`config.mk`:
```
export PLATFORM = sky130hd
export DESIGN_NAME = errcnt_monitor
export DESIGN_NICKNAME = d
export VERILOG_FILES = /design/src/rtl/errcnt_pkg.sv /design/src/rtl/errcnt_chan.sv /design/src/rtl/errcnt_alarm.sv /design/src/rtl/errcnt_monitor.sv
export SDC_FILE = /design/constraint.sdc
export NUM_CORES = 1
export LEC_CHECK = 0
export BUFFER_PORTS_ARGS = -buffer_cell sky130_fd_sc_hd__buf_2
export CELL_PAD_IN_SITES_DETAIL_PLACEMENT = 1
export CELL_PAD_IN_SITES_GLOBAL_PLACEMENT = 1
export CORE_UTILIZATION = 49
export CTS_CLUSTER_DIAMETER = 50
export CTS_CLUSTER_SIZE = 28
export DETAILED_ROUTE_END_ITERATION = 12
export GPL_TIMING_DRIVEN = 0
export PLACE_DENSITY = 0.79
export RECOVER_POWER = 50
export SYNTH_ARGS = -nofsm -noshare
export SYNTH_HDL_FRONTEND = slang
export SYNTH_SLANG_ARGS = --single-unit
```
`constraint.sdc`:
```
create_clock -name clk -period 2.6 [get_ports clk]
set_clock_uncertainty 0.1 [all_clocks]
set_input_delay 0.13 -clock clk [delete_from_list [all_inputs] [get_ports clk]]
set_output_delay 0.13 -clock clk [all_outputs]
set_load 0.005 [all_outputs]
```
`src/rtl/errcnt_pkg.sv`:
```
package errcnt_pkg;
  localparam int          NUM_SRC    = 2;
  localparam int          REG_AW     = 5;
  localparam int          REG_BYTES  = 3;
  localparam int          EXT_W      = REG_BYTES * 8;
  localparam logic [4:0]  A_HDR_BASE = 5'h00;
  localparam logic [4:0]  A_PAR_BASE = 5'h08;
  localparam logic [4:0]  A_ALARM    = 5'h10;
  localparam logic [4:0]  A_MASK     = 5'h11;
  localparam logic [4:0]  OFF_THR    = 5'h03;

  function automatic logic [7:0] lane_of(input logic [EXT_W-1:0] v, input int idx);
    return v[idx*8 +: 8];
  endfunction
endpackage

```
`src/rtl/errcnt_chan.sv`:
```
module errcnt_chan #(
  parameter int CNT_W = 24
) (
  input  logic             clk,
  input  logic             rst_n,
  input  logic             strobe_i,
  input  logic             cap_i,
  input  logic             thr_we_i,
  input  logic [1:0]       thr_sel_i,
  input  logic [7:0]       thr_wdata_i,
  output logic [CNT_W-1:0] cnt_o,
  output logic [CNT_W-1:0] snap_o,
  output logic [CNT_W-1:0] thr_o,
  output logic             over_o
);
  import errcnt_pkg::*;
  localparam logic [CNT_W-1:0] MAX = {CNT_W{1'b1}};

  logic [CNT_W-1:0] cnt_q, snap_q, thr_q;
  logic [EXT_W-1:0] thr_ext, thr_nxt;

  function automatic logic [CNT_W-1:0] next_count(input logic [CNT_W-1:0] cur,
                                                  input logic hit, input logic clr);
    if (clr)                    return {{(CNT_W-1){1'b0}}, hit};
    else if (hit && cur != MAX) return cur + 1'b1;
    else                        return cur;
  endfunction

  always_comb begin
    thr_ext = EXT_W'(thr_q);
    thr_nxt = thr_ext;
    thr_nxt[thr_sel_i*8 +: 8] = thr_wdata_i;
  end

  always_ff @(posedge clk or negedge rst_n) begin
    if (!rst_n) begin
      cnt_q  <= '0;
      snap_q <= '0;
      thr_q  <= MAX;
    end else begin
      cnt_q <= next_count(cnt_q, strobe_i, cap_i);
      if (cap_i)    snap_q <= cnt_q;
      if (thr_we_i) thr_q  <= thr_nxt[CNT_W-1:0];
    end
  end

  assign cnt_o  = cnt_q;
  assign snap_o = snap_q;
  assign thr_o  = thr_q;
  assign over_o = cnt_q > thr_q;


  step_up_chk: assert property (@(posedge clk) disable iff (!rst_n)
    (!cap_i && strobe_i && cnt_q != MAX) |=> cnt_q == $past(cnt_q) + 1'b1);

  clear_on_read_chk: assert property (@(posedge clk) disable iff (!rst_n)
    cap_i |=> cnt_q == {{(CNT_W-1){1'b0}}, $past(strobe_i)});

  no_wrap_chk: assert property (@(posedge clk) disable iff (!rst_n)
    (!cap_i && cnt_q == MAX) |=> cnt_q == MAX);

  snap_hold_chk: assert property (@(posedge clk) disable iff (!rst_n)
    !cap_i |=> $stable(snap_q));
endmodule

```
`src/rtl/errcnt_alarm.sv`:
```
module errcnt_alarm #(
  parameter int N = 2
) (
  input  logic         clk,
  input  logic         rst_n,
  input  logic [N-1:0] set_i,
  input  logic         clr_i,
  input  logic         mask_we_i,
  input  logic [N-1:0] mask_wdata_i,
  output logic [N-1:0] alarm_o,
  output logic [N-1:0] mask_o,
  output logic         irq_o
);
  logic [N-1:0] alarm_q, mask_q;

  always_ff @(posedge clk or negedge rst_n) begin
    if (!rst_n) begin
      alarm_q <= '0;
      mask_q  <= '0;
    end else begin
      alarm_q <= (clr_i ? '0 : alarm_q) | set_i;
      if (mask_we_i) mask_q <= mask_wdata_i;
    end
  end

  assign alarm_o = alarm_q;
  assign mask_o  = mask_q;
  assign irq_o   = |(alarm_q & mask_q);


  alarm_set_chk: assert property (@(posedge clk) disable iff (!rst_n)
    1'b1 |=> (alarm_q & $past(set_i)) == $past(set_i));

  alarm_sticky_chk: assert property (@(posedge clk) disable iff (!rst_n)
    !clr_i |=> (alarm_q & $past(alarm_q)) == $past(alarm_q));
endmodule

```
`src/rtl/errcnt_monitor.sv`:
```
module errcnt_monitor #(
  parameter int CNT_W = 24
) (
  input  logic       clk,
  input  logic       rst_n,
  input  logic       hdr_err_i,
  input  logic       par_err_i,
  input  logic [4:0] reg_addr_i,
  input  logic       reg_rd_i,
  input  logic       reg_wr_i,
  input  logic [7:0] reg_wdata_i,
  output logic [7:0] reg_rdata_o,
  output logic       irq_o
);
  import errcnt_pkg::*;

  logic [NUM_SRC-1:0] src_err, over_w, alarm_w, mask_w;
  logic [CNT_W-1:0]   cnt_w  [NUM_SRC];
  logic [CNT_W-1:0]   snap_w [NUM_SRC];
  logic [CNT_W-1:0]   thr_w  [NUM_SRC];
  logic               alarm_rd, mask_wr;

  assign src_err  = {par_err_i, hdr_err_i};
  assign alarm_rd = reg_rd_i && reg_addr_i == A_ALARM;
  assign mask_wr  = reg_wr_i && reg_addr_i == A_MASK;

  for (genvar c = 0; c < NUM_SRC; c++) begin : g_chan
    localparam logic [4:0] BASE = (c == 0) ? A_HDR_BASE : A_PAR_BASE;
    logic [4:0] off;
    logic       cap, thr_we;
    logic [1:0] sel;
    assign off    = reg_addr_i - BASE;
    assign cap    = reg_rd_i && off == 5'd0;
    assign thr_we = reg_wr_i && off >= OFF_THR && off < OFF_THR + 5'd3;
    assign sel    = off[1:0] + 2'd1;
    errcnt_chan #(.CNT_W(CNT_W)) u_chan (
      .clk(clk), .rst_n(rst_n), .strobe_i(src_err[c]), .cap_i(cap),
      .thr_we_i(thr_we), .thr_sel_i(sel), .thr_wdata_i(reg_wdata_i),
      .cnt_o(cnt_w[c]), .snap_o(snap_w[c]), .thr_o(thr_w[c]), .over_o(over_w[c]));
  end

  errcnt_alarm #(.N(NUM_SRC)) u_alarm (
    .clk(clk), .rst_n(rst_n), .set_i(over_w), .clr_i(alarm_rd),
    .mask_we_i(mask_wr), .mask_wdata_i(reg_wdata_i[NUM_SRC-1:0]),
    .alarm_o(alarm_w), .mask_o(mask_w), .irq_o(irq_o));

  always_comb begin
    reg_rdata_o = 8'h00;
    for (int c = 0; c < NUM_SRC; c++) begin
      logic [4:0] base;
      base = (c == 0) ? A_HDR_BASE : A_PAR_BASE;
      if (reg_addr_i == base)        reg_rdata_o = lane_of(EXT_W'(cnt_w[c]), 0);
      if (reg_addr_i == base + 5'd1) reg_rdata_o = lane_of(EXT_W'(snap_w[c]), 1);
      if (reg_addr_i == base + 5'd2) reg_rdata_o = lane_of(EXT_W'(snap_w[c]), 2);
      for (int k = 0; k < REG_BYTES; k++)
        if (reg_addr_i == base + OFF_THR + 5'(k))
          reg_rdata_o = lane_of(EXT_W'(thr_w[c]), k);
    end
    if (reg_addr_i == A_ALARM) reg_rdata_o = 8'(alarm_w);
    if (reg_addr_i == A_MASK)  reg_rdata_o = 8'(mask_w);
  end


  reset_quiet_chk: assert property (@(posedge clk) disable iff (!rst_n)
    $rose(rst_n) |-> (alarm_w == '0 && !irq_o));
endmodule

```
==> flow_metrics.env <==
export IMPL_placement_rows=47
export IMPL_cts_sink_count=132
export IMPL_synthFlopType="sky130_fd_sc_hd__dfrtp_1"
export IMPL_post_drt_via_cell_ratio=6.037
export IMPL_synth_cell_area_um2=8248
export IMPL_finalCriticalPeriod_ps=2561
export IMPL_fp_dieArea_um2=17360
export IMPL_dieHeight_um=131.7
export IMPL_worstPathRequired_ps=2370
export IMPL_ios=28
export IMPL_synth_yosys_warnings=0
export IMPL_worstSkewPairLatency_ps=430
export IMPL_final_period_utilization_pct=98.51
export IMPL_synth_top_area_share_pct=25.49
export IMPL_grt_first_pass_wirelength_mm=42.91
export IMPL_reg2reg_from="g_chan[1].u_chan.cnt_o[1]"
export IMPL_grt_pass1_vias=7659
export IMPL_stdcell_count=1222
export IMPL_cts_root_buffer_cell="sky130_fd_sc_hd__clkbuf_16"
export IMPL_mostFrequentLayoutCells="sky130_fd_sc_hd__nand2_1, sky130_fd_sc_hd__dfrtp_1, sky130_fd_sc_hd__o21ai_0"
export IMPL_detail_route_first_pass_iterations=6
export IMPL_p_per_area_nw_per_um2=630.0
export IMPL_via_count=7377
export IMPL_initial_utilization_pct=49.91
export IMPL_design_area_um2=9439
export IMPL_seq_area_frac_synth_pct=40.78
export IMPL_critical_path_peak_fanout=8
export IMPL_antenna_diode_count=0
export IMPL_postPlaceCellArea_um2=8682
export IMPL_post_layout_total_power_uw=5946
export IMPL_clk_path_buf_depth=2
export IMPL_status="finished, violations left"
export IMPL_final_hold_violation_count=0
export IMPL_route_antenna_remaining_nets=0
export IMPL_tightest_slew_ps=1495
export IMPL_place_detailed_instances=1182
export IMPL_crit_path_cell_trace="buf_2 -> ha_2 -> or4_1 -> a221o_1 -> o31ai_1 -> a31oi_1 -> o21ai_1 -> o211a_1 -> buf_2"
export IMPL_total_leakage_power_uw=0.003938
export IMPL_routedWlPerCell_um=22.31
export IMPL_synth_largest_area_cell="sky130_fd_sc_hd__dfrtp_1"
export IMPL_setup_violators_final=0
export IMPL_worst_hold_path_type="in -> reg"
export IMPL_slew_viol_final=0
export IMPL_worst_endpoint_arrival_ps=2330
export IMPL_violations="capacitance limit"
export IMPL_grt_antenna_before_repair=0
export IMPL_slowest_stage="sky130_fd_sc_hd__or4_1"
export IMPL_globalRouteOverflowTotal=0
export IMPL_gp_congestion=0.9200
export IMPL_tritoncts="done"
export IMPL_post_synth_edffs=0
export IMPL_placeableCoreArea_um2=16520
export IMPL_horiz_die_dim_um=131.7
export IMPL_synthesis_instances=936
export IMPL_leading_cell_type_in_the_layout_fill_and_taps_excluded="sky130_fd_sc_hd__nand2_1"
export IMPL_largest_net_degree_at_the_start_of_global_routing=76
export IMPL_nNetsFinal=1066
export IMPL_maxCapViolCount=1
export IMPL_cts_buffers_inserted=17
export IMPL_most_frequent_cell_on_critical_path="sky130_fd_sc_hd__buf_2"
export IMPL_initialDrtViolationCount=392
export IMPL_syn_avg_cell_area_um2=8.812
export IMPL_max_clock_freq_mhz=390.4
export IMPL_cts_htree_levels=4
export IMPL_setup_worst_path_class="in -> out"
export IMPL_irDropWorstVdd_mv=0.4764
export IMPL_postSynth_asyncResetShare_pct=100.0
export IMPL_crit_path_start="reg_addr_i[0]"
export IMPL_timing_max_slew_rel_slack_pct=0.3482
export IMPL_syn_num_nets=1013
export IMPL_unrepaired_setup_endpoints_after_global_routing="true"
export IMPL_count_of_input_and_output_buffers=25
export IMPL_drc=0
export IMPL_dp_final_hpwl_mm=20.31
export IMPL_worst_setup_path_start_kind="input port"
export IMPL_grt_util_all_layers_pct=32.66
export IMPL_synthTopCellsByArea="sky130_fd_sc_hd__dfrtp_1, sky130_fd_sc_hd__dfstp_2, sky130_fd_sc_hd__ha_1"
export IMPL_critPathCaptureType="output port"
export IMPL_clkSlewWorstSetupHoldPaths_ps=60
export IMPL_wirelength_mm=27.26
export IMPL_timing_hold_worst_start="par_err_i"
export IMPL_netlist_cell_type_count=63
export IMPL_cpPeakStageDelay_ps=670
export IMPL_number_of_synthesized_register_bits=132
export IMPL_syn_to_final_growth_pct=14.44
export IMPL_final_layout_size_suffix_gt1_share_pct=18.06
## through the flow
stage	setup WS (ps)	setup TNS (ps)	hold WS (ps)	utilization, %
5_1_grt	-28.63	-41.55	76.31	57.12
3_5_place_dp	-316.9	-9821	49.35	52.54
3_3_place_gp	-546.6	-51900	324.1	52.34
2_1_floorplan	574.8	0	-265.6	-
6_report	38.83	0	28.30	57.12
4_1_cts	12.56	0	15.69	56.89
## Yosys cell counts, drive strengths merged, types with 8 or more instances
master,number
a21oi,66
a221oi,11
a31oi,8
and3,12
and4,8
buf,15
clkbuf,28
dfrtp,84
dfstp,48
ha,58
inv,68
mux2,26
nand2,130
nand3,40
nand4,20
nor2,75
nor3,14
o21ai,87
xnor2,23
xor2,15
## area by class of cell
type                            count  area [µm²]
Buffer                             40       203.9
Clock inverter                     12       116.4
Tap cell                          220       275.3
Fill cell                        1930        7086
Inverter                           68       255.2
Multi-Input combinational cell    693        4503
Clock buffer                       20       478.0
Sequential cell                   132        3363
Timing Repair Buffer               37       244.0
## registers in the layout, summed over array words and instances, names as in the netlist
| signal | flops |
|---|---|
| u_alarm.alarm_o | 2 |
| g_chan.u_chan.thr_o | 48 |
| g_chan.u_chan.snap_o | 32 |
| g_chan.u_chan.cnt_o | 48 |
| u_alarm.mask_o | 2 |
## power breakdown
part           switching [µW]  internal (µW)
Sequential                262           2240
Clock                    1010           1440
Combinational             593            407
Total                    1860           4080
## cell families after synthesis
| kind of cell | Yosys count | synth area share [%] |
|---|---|---|
| simple gates | 342 | 20.48 |
| buf+inv | 111 | 5.598 |
| flops | 132 | 40.78 |
| mux | 27 | 3.671 |
| xor+xnor | 38 | 4.035 |
| compound gates | 228 | 16.64 |
| fa+ha+maj | 58 | 8.799 |
## final timing paths
path                                              end  slack, ps  depth (start not counted)
setup / recovery                       reg_rdata_o[4]         40                          9
hold / removal              g_chan[1].u_chan.cnt_o[0]         30                          3
setup reg to reg           g_chan[1].u_chan.cnt_o[21]        260                          9
hold reg to reg             g_chan[0].u_chan.thr_o[2]        390                          2
max in group asynchronous           u_alarm.mask_o[1]        530                          3
min in group asynchronous  g_chan[0].u_chan.cnt_o[20]        500                          2
## repair_timing
item                                    in CTS  in global routing
hold buffers                                10                  0
resized for setup                           13                 19
hold endpoints to repair                   106                  0
buffers inserted                             0                  1
pin swaps                                    0                  2
endpoints found under the setup margin       8                  8
## critical path, delay by kind of cell
kind,cells,cell delay [ps]
buffers and inverters,2,280
adder cells (fa/ha/maj),1,270
AO/OA/AOI/OAI,5,960
AND/OR/NAND/NOR,1,670
## layer usage
metal | GRT usage (%) | up-vias | part of all wire, %
met5 | 0 | - | 0
met4 | 11.69 | 0 | 2.4
met3 | 4.729 | 41 | 4.3
met2 | 51.70 | 192 | 47
met1 | 45.69 | 3707 | 46
li1 | - | 3437 | -
Note: power is estimated with default switching activity, not from simulation.
